===== src/rtl/sd_mac_pkg.sv =====
package sd_mac_pkg;
  localparam int MAX_DIGITS = 3;
  localparam int MAX_SHIFTS = 8;
  localparam int SH_W       = 4;

  typedef logic [MAX_DIGITS-1:0][3:0] nshift_vec_t;
  typedef logic [MAX_SHIFTS-1:0][SH_W-1:0] shift_list_t;
  typedef logic [MAX_DIGITS-1:0][MAX_SHIFTS-1:0][SH_W-1:0] shift_tab_t;

  // index bits for a list of n shift counts (at least one bit)
  function automatic int idx_bits(int n);
    if (n <= 2) return 1;
    return $clog2(n);
  endfunction

  function automatic int grp_bits(nshift_vec_t ns, logic [MAX_DIGITS-1:0] sg, int k);
    return idx_bits(int'(ns[k])) + (sg[k] ? 1 : 0);
  endfunction

  function automatic int grp_lsb(nshift_vec_t ns, logic [MAX_DIGITS-1:0] sg, int k);
    int pos;
    pos = 0;
    for (int j = 0; j < k; j++) pos += grp_bits(ns, sg, j);
    return pos;
  endfunction

  function automatic int max_shift(shift_tab_t tab, nshift_vec_t ns, int nd);
    int m;
    m = 0;
    for (int k = 0; k < nd; k++)
      for (int i = 0; i < MAX_SHIFTS; i++)
        if (i < int'(ns[k]) && int'(tab[k][i]) > m) m = int'(tab[k][i]);
    return m;
  endfunction
endpackage


===== src/rtl/sd_digit_decode.sv =====
module sd_digit_decode #(
  parameter int IDX_W    = 3,
  parameter bit HAS_SIGN = 1'b1,
  parameter int NSH      = 8,
  parameter sd_mac_pkg::shift_list_t TAB = '0,
  localparam int GRP_W   = IDX_W + (HAS_SIGN ? 1 : 0)
) (
  input  logic [GRP_W-1:0]            field,
  output logic                        neg,
  output logic [sd_mac_pkg::SH_W-1:0] shamt
);
  logic [IDX_W-1:0] idx;
  assign idx = field[IDX_W-1:0];

  generate
    if (HAS_SIGN) begin : g_signed
      assign neg = field[GRP_W-1];
    end else begin : g_unsigned
      assign neg = 1'b0;
    end
  endgenerate

  always_comb begin
    if (32'(idx) < NSH) shamt = TAB[idx];
    else                shamt = TAB[NSH-1];
  end
endmodule


===== src/rtl/sd_digit_shift.sv =====
module sd_digit_shift #(
  parameter int ACT_W = 8,
  parameter int ACC_W = 21
) (
  input  logic [ACT_W-1:0]            act,
  input  logic [sd_mac_pkg::SH_W-1:0] shamt,
  input  logic                        neg,
  output logic [ACC_W-1:0]            term
);
  logic [ACC_W-1:0] ext;
  logic [ACC_W-1:0] shifted;

  assign ext     = {{(ACC_W-ACT_W){act[ACT_W-1]}}, act};
  assign shifted = ext << shamt;
  // the +1 that completes the negation enters the reduction separately
  assign term    = neg ? ~shifted : shifted;
endmodule


===== src/rtl/sd_csa_reduce.sv =====
module sd_csa_reduce #(
  parameter int ACC_W = 21,
  parameter int N_OPS = 5
) (
  input  logic [N_OPS-1:0][ACC_W-1:0] ops,
  output logic [ACC_W-1:0]            sum
);
  logic [ACC_W-1:0] s_row;
  logic [ACC_W-1:0] c_row;
  logic [ACC_W-1:0] s_nxt;

  always_comb begin
    s_row = ops[0];
    c_row = ops[1];
    for (int i = 2; i < N_OPS; i++) begin
      s_nxt = s_row ^ c_row ^ ops[i];
      c_row = ((s_row & c_row) | (s_row & ops[i]) | (c_row & ops[i])) << 1;
      s_row = s_nxt;
    end
    sum = s_row + c_row;
  end
endmodule


===== src/rtl/sd_shift_mac.sv =====
module sd_shift_mac #(
  parameter int ACT_W       = 8,
  parameter int NUM_DIGITS  = 3,
  parameter int MAX_ACC_LEN = 16,
  parameter logic [sd_mac_pkg::MAX_DIGITS-1:0] DIG_SIGNED = 3'b011,
  parameter sd_mac_pkg::nshift_vec_t DIG_NSHIFT = {4'd2, 4'd4, 4'd8},
  parameter sd_mac_pkg::shift_tab_t  SHIFT_TAB  = 96'h00000040_00003210_76543210,
  localparam int W_W   = sd_mac_pkg::grp_lsb(DIG_NSHIFT, DIG_SIGNED, NUM_DIGITS),
  localparam int MAX_SH = sd_mac_pkg::max_shift(SHIFT_TAB, DIG_NSHIFT, NUM_DIGITS),
  localparam int ACC_W = ACT_W + MAX_SH + $clog2(NUM_DIGITS + 1) + $clog2(MAX_ACC_LEN)
) (
  input  logic             clk,
  input  logic             rst,
  input  logic             clr,
  input  logic             valid,
  input  logic [W_W-1:0]   weight,
  input  logic [ACT_W-1:0] act,
  input  logic [ACC_W-1:0] psum_in,
  output logic [ACC_W-1:0] psum_out
);
  localparam int N_OPS = NUM_DIGITS + 2;

  logic [NUM_DIGITS-1:0]             neg;
  logic [N_OPS-1:0][ACC_W-1:0]       ops;
  logic [ACC_W-1:0]                  neg_cnt;
  logic [ACC_W-1:0]                  sum;

  generate
    for (genvar k = 0; k < NUM_DIGITS; k++) begin : g_digit
      localparam int IW  = sd_mac_pkg::idx_bits(int'(DIG_NSHIFT[k]));
      localparam int GW  = sd_mac_pkg::grp_bits(DIG_NSHIFT, DIG_SIGNED, k);
      localparam int LSB = sd_mac_pkg::grp_lsb(DIG_NSHIFT, DIG_SIGNED, k);
      logic [sd_mac_pkg::SH_W-1:0] shamt;

      sd_digit_decode #(
        .IDX_W(IW), .HAS_SIGN(DIG_SIGNED[k]),
        .NSH(int'(DIG_NSHIFT[k])), .TAB(SHIFT_TAB[k])
      ) u_dec (
        .field(weight[LSB +: GW]), .neg(neg[k]), .shamt(shamt)
      );

      sd_digit_shift #(.ACT_W(ACT_W), .ACC_W(ACC_W)) u_sh (
        .act(act), .shamt(shamt), .neg(neg[k]), .term(ops[k])
      );
    end
  endgenerate

  // one +1 per negated digit completes the two's-complement negation
  always_comb begin
    neg_cnt = '0;
    for (int k = 0; k < NUM_DIGITS; k++)
      neg_cnt = neg_cnt + {{(ACC_W-1){1'b0}}, neg[k]};
  end

  assign ops[NUM_DIGITS]   = psum_in;
  assign ops[NUM_DIGITS+1] = neg_cnt;

  sd_csa_reduce #(.ACC_W(ACC_W), .N_OPS(N_OPS)) u_red (
    .ops(ops), .sum(sum)
  );

  always_ff @(posedge clk) begin
    if (rst || clr)  psum_out <= '0;
    else if (valid)  psum_out <= sum;
  end
endmodule


===== config.mk =====
export PLATFORM = sky130hd
export DESIGN_NAME = sd_shift_mac
export DESIGN_NICKNAME = d
export VERILOG_FILES = /design/src/rtl/sd_mac_pkg.sv /design/src/rtl/sd_digit_decode.sv /design/src/rtl/sd_digit_shift.sv /design/src/rtl/sd_csa_reduce.sv /design/src/rtl/sd_shift_mac.sv
export SDC_FILE = /design/constraint.sdc
export NUM_CORES = 1
export LEC_CHECK = 0
export ABC_CLOCK_PERIOD_IN_PS = 8600
export BUFFER_PORTS_ARGS = -buffer_cell sky130_fd_sc_hd__buf_2
export CAP_MARGIN = 20
export CORE_ASPECT_RATIO = 0.75
export CORE_MARGIN = 2
export CORE_UTILIZATION = 47
export DETAILED_ROUTE_END_ITERATION = 7
export GPL_TIMING_DRIVEN = 1
export MAX_ROUTING_LAYER = met4
export PLACE_DENSITY = 0.65
export REMOVE_ABC_BUFFERS = 1
export SETUP_SLACK_MARGIN = 0.2
export SLEW_MARGIN = 40
export SYNTH_ARGS = -nofsm -noshare
export SYNTH_HDL_FRONTEND = slang
export SYNTH_SLANG_ARGS = --single-unit

===== constraint.sdc =====
create_clock -name clk -period 8.6 [get_ports clk]
set_input_delay 2.15 -clock clk [delete_from_list [all_inputs] [get_ports clk]]
set_output_delay 2.15 -clock clk [all_outputs]
set_load 0.01 [all_outputs]

# After elaboration in Yosys (flattened, before gate mapping)
# Memories as Yosys holds them, arrays and structs flattened.
# Index checks and enable logic that the tools add are counted.
# word_totals
register_bits	21
mem_bits_ro	32
mem_count	1
# classes
shift	3
magnitude_cmp	3
reduce_logical	1
n_mux	7
bitwise_logic	23
addsub	2
# mem_list
name	words	width	rd	rd_ports_with_merged_regs	write_ports	line	source
(no name shown)	8	4	1	0	0	sd_digit_decode.sv:24	if (32'(idx) < NSH) shamt = TAB[idx];
# op_table
op	n
$and A20 B20 Y20	7
$or A20 B20 Y20	6
$xor A21 B21 Y21	5
$shl A21 B4 Y21	3
$mux W21	2
$not A21 Y21	2
$and A20 B2 Y20	2
$add A21 B21 Y21	1
$xor A21 B2 Y21	1
$mux W4	3
$bmux W4 S2	1
$lt A1 B4 Y1 const B	1
$lt A2 B4 Y1 const B	1
$lt A3 B4 Y1 const B	1
$mux W3	1
$add A1 B1 Y2	1
$logic_or A1 B1 Y1	1

# Depth between registers and ports, before layout
# depth
word_depth	15
ltp_mapped	19
ltp_nobuf	18

# Cells and area by module
# From an unflattened synthesis, not the netlist that was laid out.
# hier_totals
cells_unflattened	726
area_unflattened_um2	6237.2
# by_module_without_submodules
module	area_per_inst_um2	n_inst	cells_each
sd_digit_shift	902.1	3	113
sd_csa_reduce	2622.5	1	298
sd_shift_mac	784.5	1	71
sd_digit_decode	41.3	3	6

# Least setup slack after synthesis
# OpenSTA, ideal clock, no wires.
# synth_timing
path_type	input -> register
from	in weight[3]
to	reg psum_out[17]
required_ns	8.483
slack_ns	1.825
setup_time_ns	0.117
cell_stages	17
arrival_time_ns	6.657
path_cell_list	clkbuf_1 > buf_1 > xnor2_1 > fa_1 > inv_1 > fa_1 > inv_1 > fa_1 > inv_1 > ha_1 > fa_1 > a21o_1 > a221oi_2 > or3_4 > a211oi_2 > or3_1 > a32o_1
# synth_between
elab_chain_len	11
word_cells_on_any_way	23
# synth_rtl
item	line	source
start: declaration	sd_shift_mac.sv:16	input logic [W_W-1:0] weight,
$mux W21	sd_digit_shift.sv:16	assign term = neg ? ~shifted : shifted;
$and A20 B20 Y20	sd_csa_reduce.sv:17	c_row = ((s_row & c_row) | (s_row & ops[i]) | (c_row & ops[i])) << 1;
$or A20 B20 Y20 (2 in series)	sd_csa_reduce.sv:17	
$and A20 B20 Y20	sd_csa_reduce.sv:17	
$or A20 B20 Y20 (2 in series)	sd_csa_reduce.sv:17	
$and A20 B20 Y20	sd_csa_reduce.sv:17	
$or A20 B20 Y20 (2 in series)	sd_csa_reduce.sv:17	
$add A21 B21 Y21 (*)	sd_csa_reduce.sv:20	sum = s_row + c_row;
end signal: assignment	sd_shift_mac.sv:64	else if (valid) psum_out <= sum;
end: declaration	sd_shift_mac.sv:19	output logic [ACC_W-1:0] psum_out
# Every way passes the cells marked *; elsewhere a longest branch is shown, timed or not.
# A chain may end at the register's enable or synchronous reset.

# Worst setup path in the final report
# layout_timing
from	in weight[0]
to	reg psum_out[19]
# layout_between
elab_chain_len	15
word_cells_on_any_way	26
# layout_rtl
item	line	source
$mem_v2 Z8 W4 (*)	-	
$mux W4 (implied by the code) (*)	sd_digit_decode.sv:24	
$shl A21 B4 Y21 (*)	sd_digit_shift.sv:14	assign shifted = ext << shamt;
$not A21 Y21	sd_digit_shift.sv:16	
$mux W21 (*)	sd_digit_shift.sv:16	
$and A20 B20 Y20	sd_csa_reduce.sv:17	
$or A20 B20 Y20 (2 in series)	sd_csa_reduce.sv:17	
$and A20 B20 Y20	sd_csa_reduce.sv:17	
$or A20 B20 Y20 (2 in series)	sd_csa_reduce.sv:17	
$and A20 B20 Y20	sd_csa_reduce.sv:17	
$or A20 B20 Y20 (2 in series)	sd_csa_reduce.sv:17	
$add A21 B21 Y21 (*)	sd_csa_reduce.sv:20	
# Every way passes the cells marked *; elsewhere a longest branch is shown, timed or not. The select of a mux whose other input is x is not followed.

==> metrics.cfg <==
[finish]
finalNetCount = 600
largest_reg_flops = 21
finish.instance_area_um2 = 4130
antenna_cells = 0
layout-drive-gt1-share = 0.167
utilization = 0.531
area_growth_syn_to_layout_pct = 11.2
fill_cells = 766
top_register = psum_out
layout.cells.non_filler = 590
top_regs = psum_out x21

[placement]
dpl-instance-area_um2 = 4080
dp_hpwl_um = 6340
port_buffers = 61
dp_cells = 586
place_worst_setup_slack_ns = 1.77
place_congestion = 0.833

[yosys]
async_reset_ff_frac = 0
synth.most_common_cell = inv_1
syn_area_per_cell_um2 = 8.46
ys_seq_elements = 21
ys_warn_count = 0
synth_commonest_cells = 65 x inv_1, 41 x ha_1, 32 x fa_1
synthFlopType = dfxtp_1
synth_area_leaders = fa_1 17%, ha_1 14%, dfxtp_1 11%, mux2i_1 7.8%, inv_1 6.6%
ys_types = 47
synth_top_area_share = 0.173
synth_edf_count = 0
postSynthCellCount = 439
syn-cell-area_um2 = 3710
synth_top_area_cell = fa_1
yosysSeqAreaShare = 0.113

[global_route]
globalRouteTotalUtil = 0.185
overflow = 0
grt_max_degree = 27
grt_pass1_vias = 2803
antenna_found_initial = 0
grt_pass1_wl_um = 12800

[critical_path]
critPathMostFrequentCell = fa_1
start_kind = primary input
required_ns = 8.81
rrSetupSlack_ns = 7.86
worst-path-buf-inv = 4
max_stage_delay_ns = 0.55
path_delay_family = adder cells
endpoint_kind = flip-flop
arrival_ns = 6.75
path_cells = buf_2 > mux2i_1 > nor3_1 > xnor2_1 > fa_1 > inv_1 > fa_1 > inv_1 > fa_1 > inv_1 > ha_1 > fa_1 > a21o_1 > a221oi_2 > o21ai_0 > a41oi_1 > mux2_2 > nand2_1
worstPathMaxFanout = 11
slowest_stage = fa_1
worstSetupPathType = primary input to flip-flop

[routing]
wirelength_um = 7630
wl_per_cell_um = 12.9
via_per_inst = 5.28
first_pass_iters = 4
vias = 3113
drcViolationCount = 0
initialDrtViolationCount = 96
detail-route-antenna-nets = 0

[floorplan]
dieWidth_um = 107
die_h_um = 81.0
dieArea_um2 = 8630
coreArea_um2 = 7780
io_pins = 62
rows = 28
start_util = 0.477

[run_status]
outcome = finished clean

[clock_network]
cts_buffer_depth = 2
cts-resized-gates = 0
cts_made_buffers = 3
cts.sinks = 21
cts_max_level = 1
cts_root_buffer = clkbuf_8
cts_tree = yes
post_cts_buffers = 0
clock_latency_ns = 0.26
postCtsHoldBufs = 0
clkSlewWorstSetupHoldPaths_ns = 0.08

[timing]
period_needed_ns = 6.55
slew_viol_final = 0
holdWs_ns = 0.474
grt_setup_unrepaired = false
setup_viol = 0
finalHoldViolCount = 0
skew_ns = 0
fmax_mhz = 153
slew_headroom = 0.465
tns_ns = 0
worst_slack_ns = 2.05
post-route-period-util = 0.761
worstMarginPinSlew_ns = 0.797

[power]
leakage_nw = 2.09
peakVddDrop_mv = 0.137
power_density_nw_per_um2 = 262
power_mw = 1.08

[job]
maxCapViolations = 0

[min_path]
hold_path_class = flip-flop to flip-flop

[layer usage]
metal	up-vias	GRT usage	routed length [um]
li1	1573	-	-
met1	1492	0.261	3850
met2	44	0.298	3530
met3	4	0.0217	228
met4	0	0.0156	27
met5	-	-	0
[area by class of cell]
type,instances,area (um^2),area share
Clock buffer,4,45.0,0.0109
Tap cell,105,131,0.0318
Timing Repair Buffer,61,305,0.0739
Multi-Input combinational cell,334,2980,0.722
Inverter,65,244,0.0591
Sequential cell,21,420,0.102
[power breakdown]
| group | leakage (nW) | internal [mW] | switching [mW] | total, mW |
|---|---|---|---|---|
| Sequential | 0.171 | 0.123 | 0.0125 | 0.136 |
| Combinational | 1.89 | 0.386 | 0.495 | 0.881 |
| Clock | 0.0228 | 0.0330 | 0.0326 | 0.0657 |
| Total | 2.09 | 0.543 | 0.540 | 1.08 |
[path summary, 6_finish.rpt]
kind | endpoint | cells after the start | startpoint
max | psum_out[19] | 18 | weight[0]
min | psum_out[16] | 1 | psum_out[16]
max reg2reg | psum_out[11] | 3 | psum_out[11]
min reg2reg | psum_out[16] | 1 | psum_out[16]
[placed cells by master, fill, tap and decap left out, types with 3 or more instances in the layout]
cell type   n
nor3_1      6
or3_1       4
a21oi_1    28
nand2b_1    6
inv_1      65
nand3b_1    7
xor2_1     16
o21bai_1    3
fa_1       32
dfxtp_1    21
a32o_1      4
mux2_2      7
nand3_1    11
clkbuf_8    3
o21ai_0    12
a211oi_1    5
xnor2_1    25
ha_1       41
mux2i_1    29
nor2_1     28
nor2b_1     5
nand2_1    21
o21a_1      6
o211ai_1    3
a21o_1      9
buf_2      61
[kinds of logic (layout without fill, tap and decap cells)]
group,after synthesis,in the layout,share of synthesized area
muxes,38,38,0.112
DFF,21,21,0.113
xor gates and xnor gates,42,42,0.0991
AOI/OAI and AO/OA,83,83,0.149
adders and majority gates,73,73,0.311
and+or+nand+nor,98,98,0.131
buffers and inverters,84,130,0.0853
Note: power is estimated with default switching activity, not from simulation.
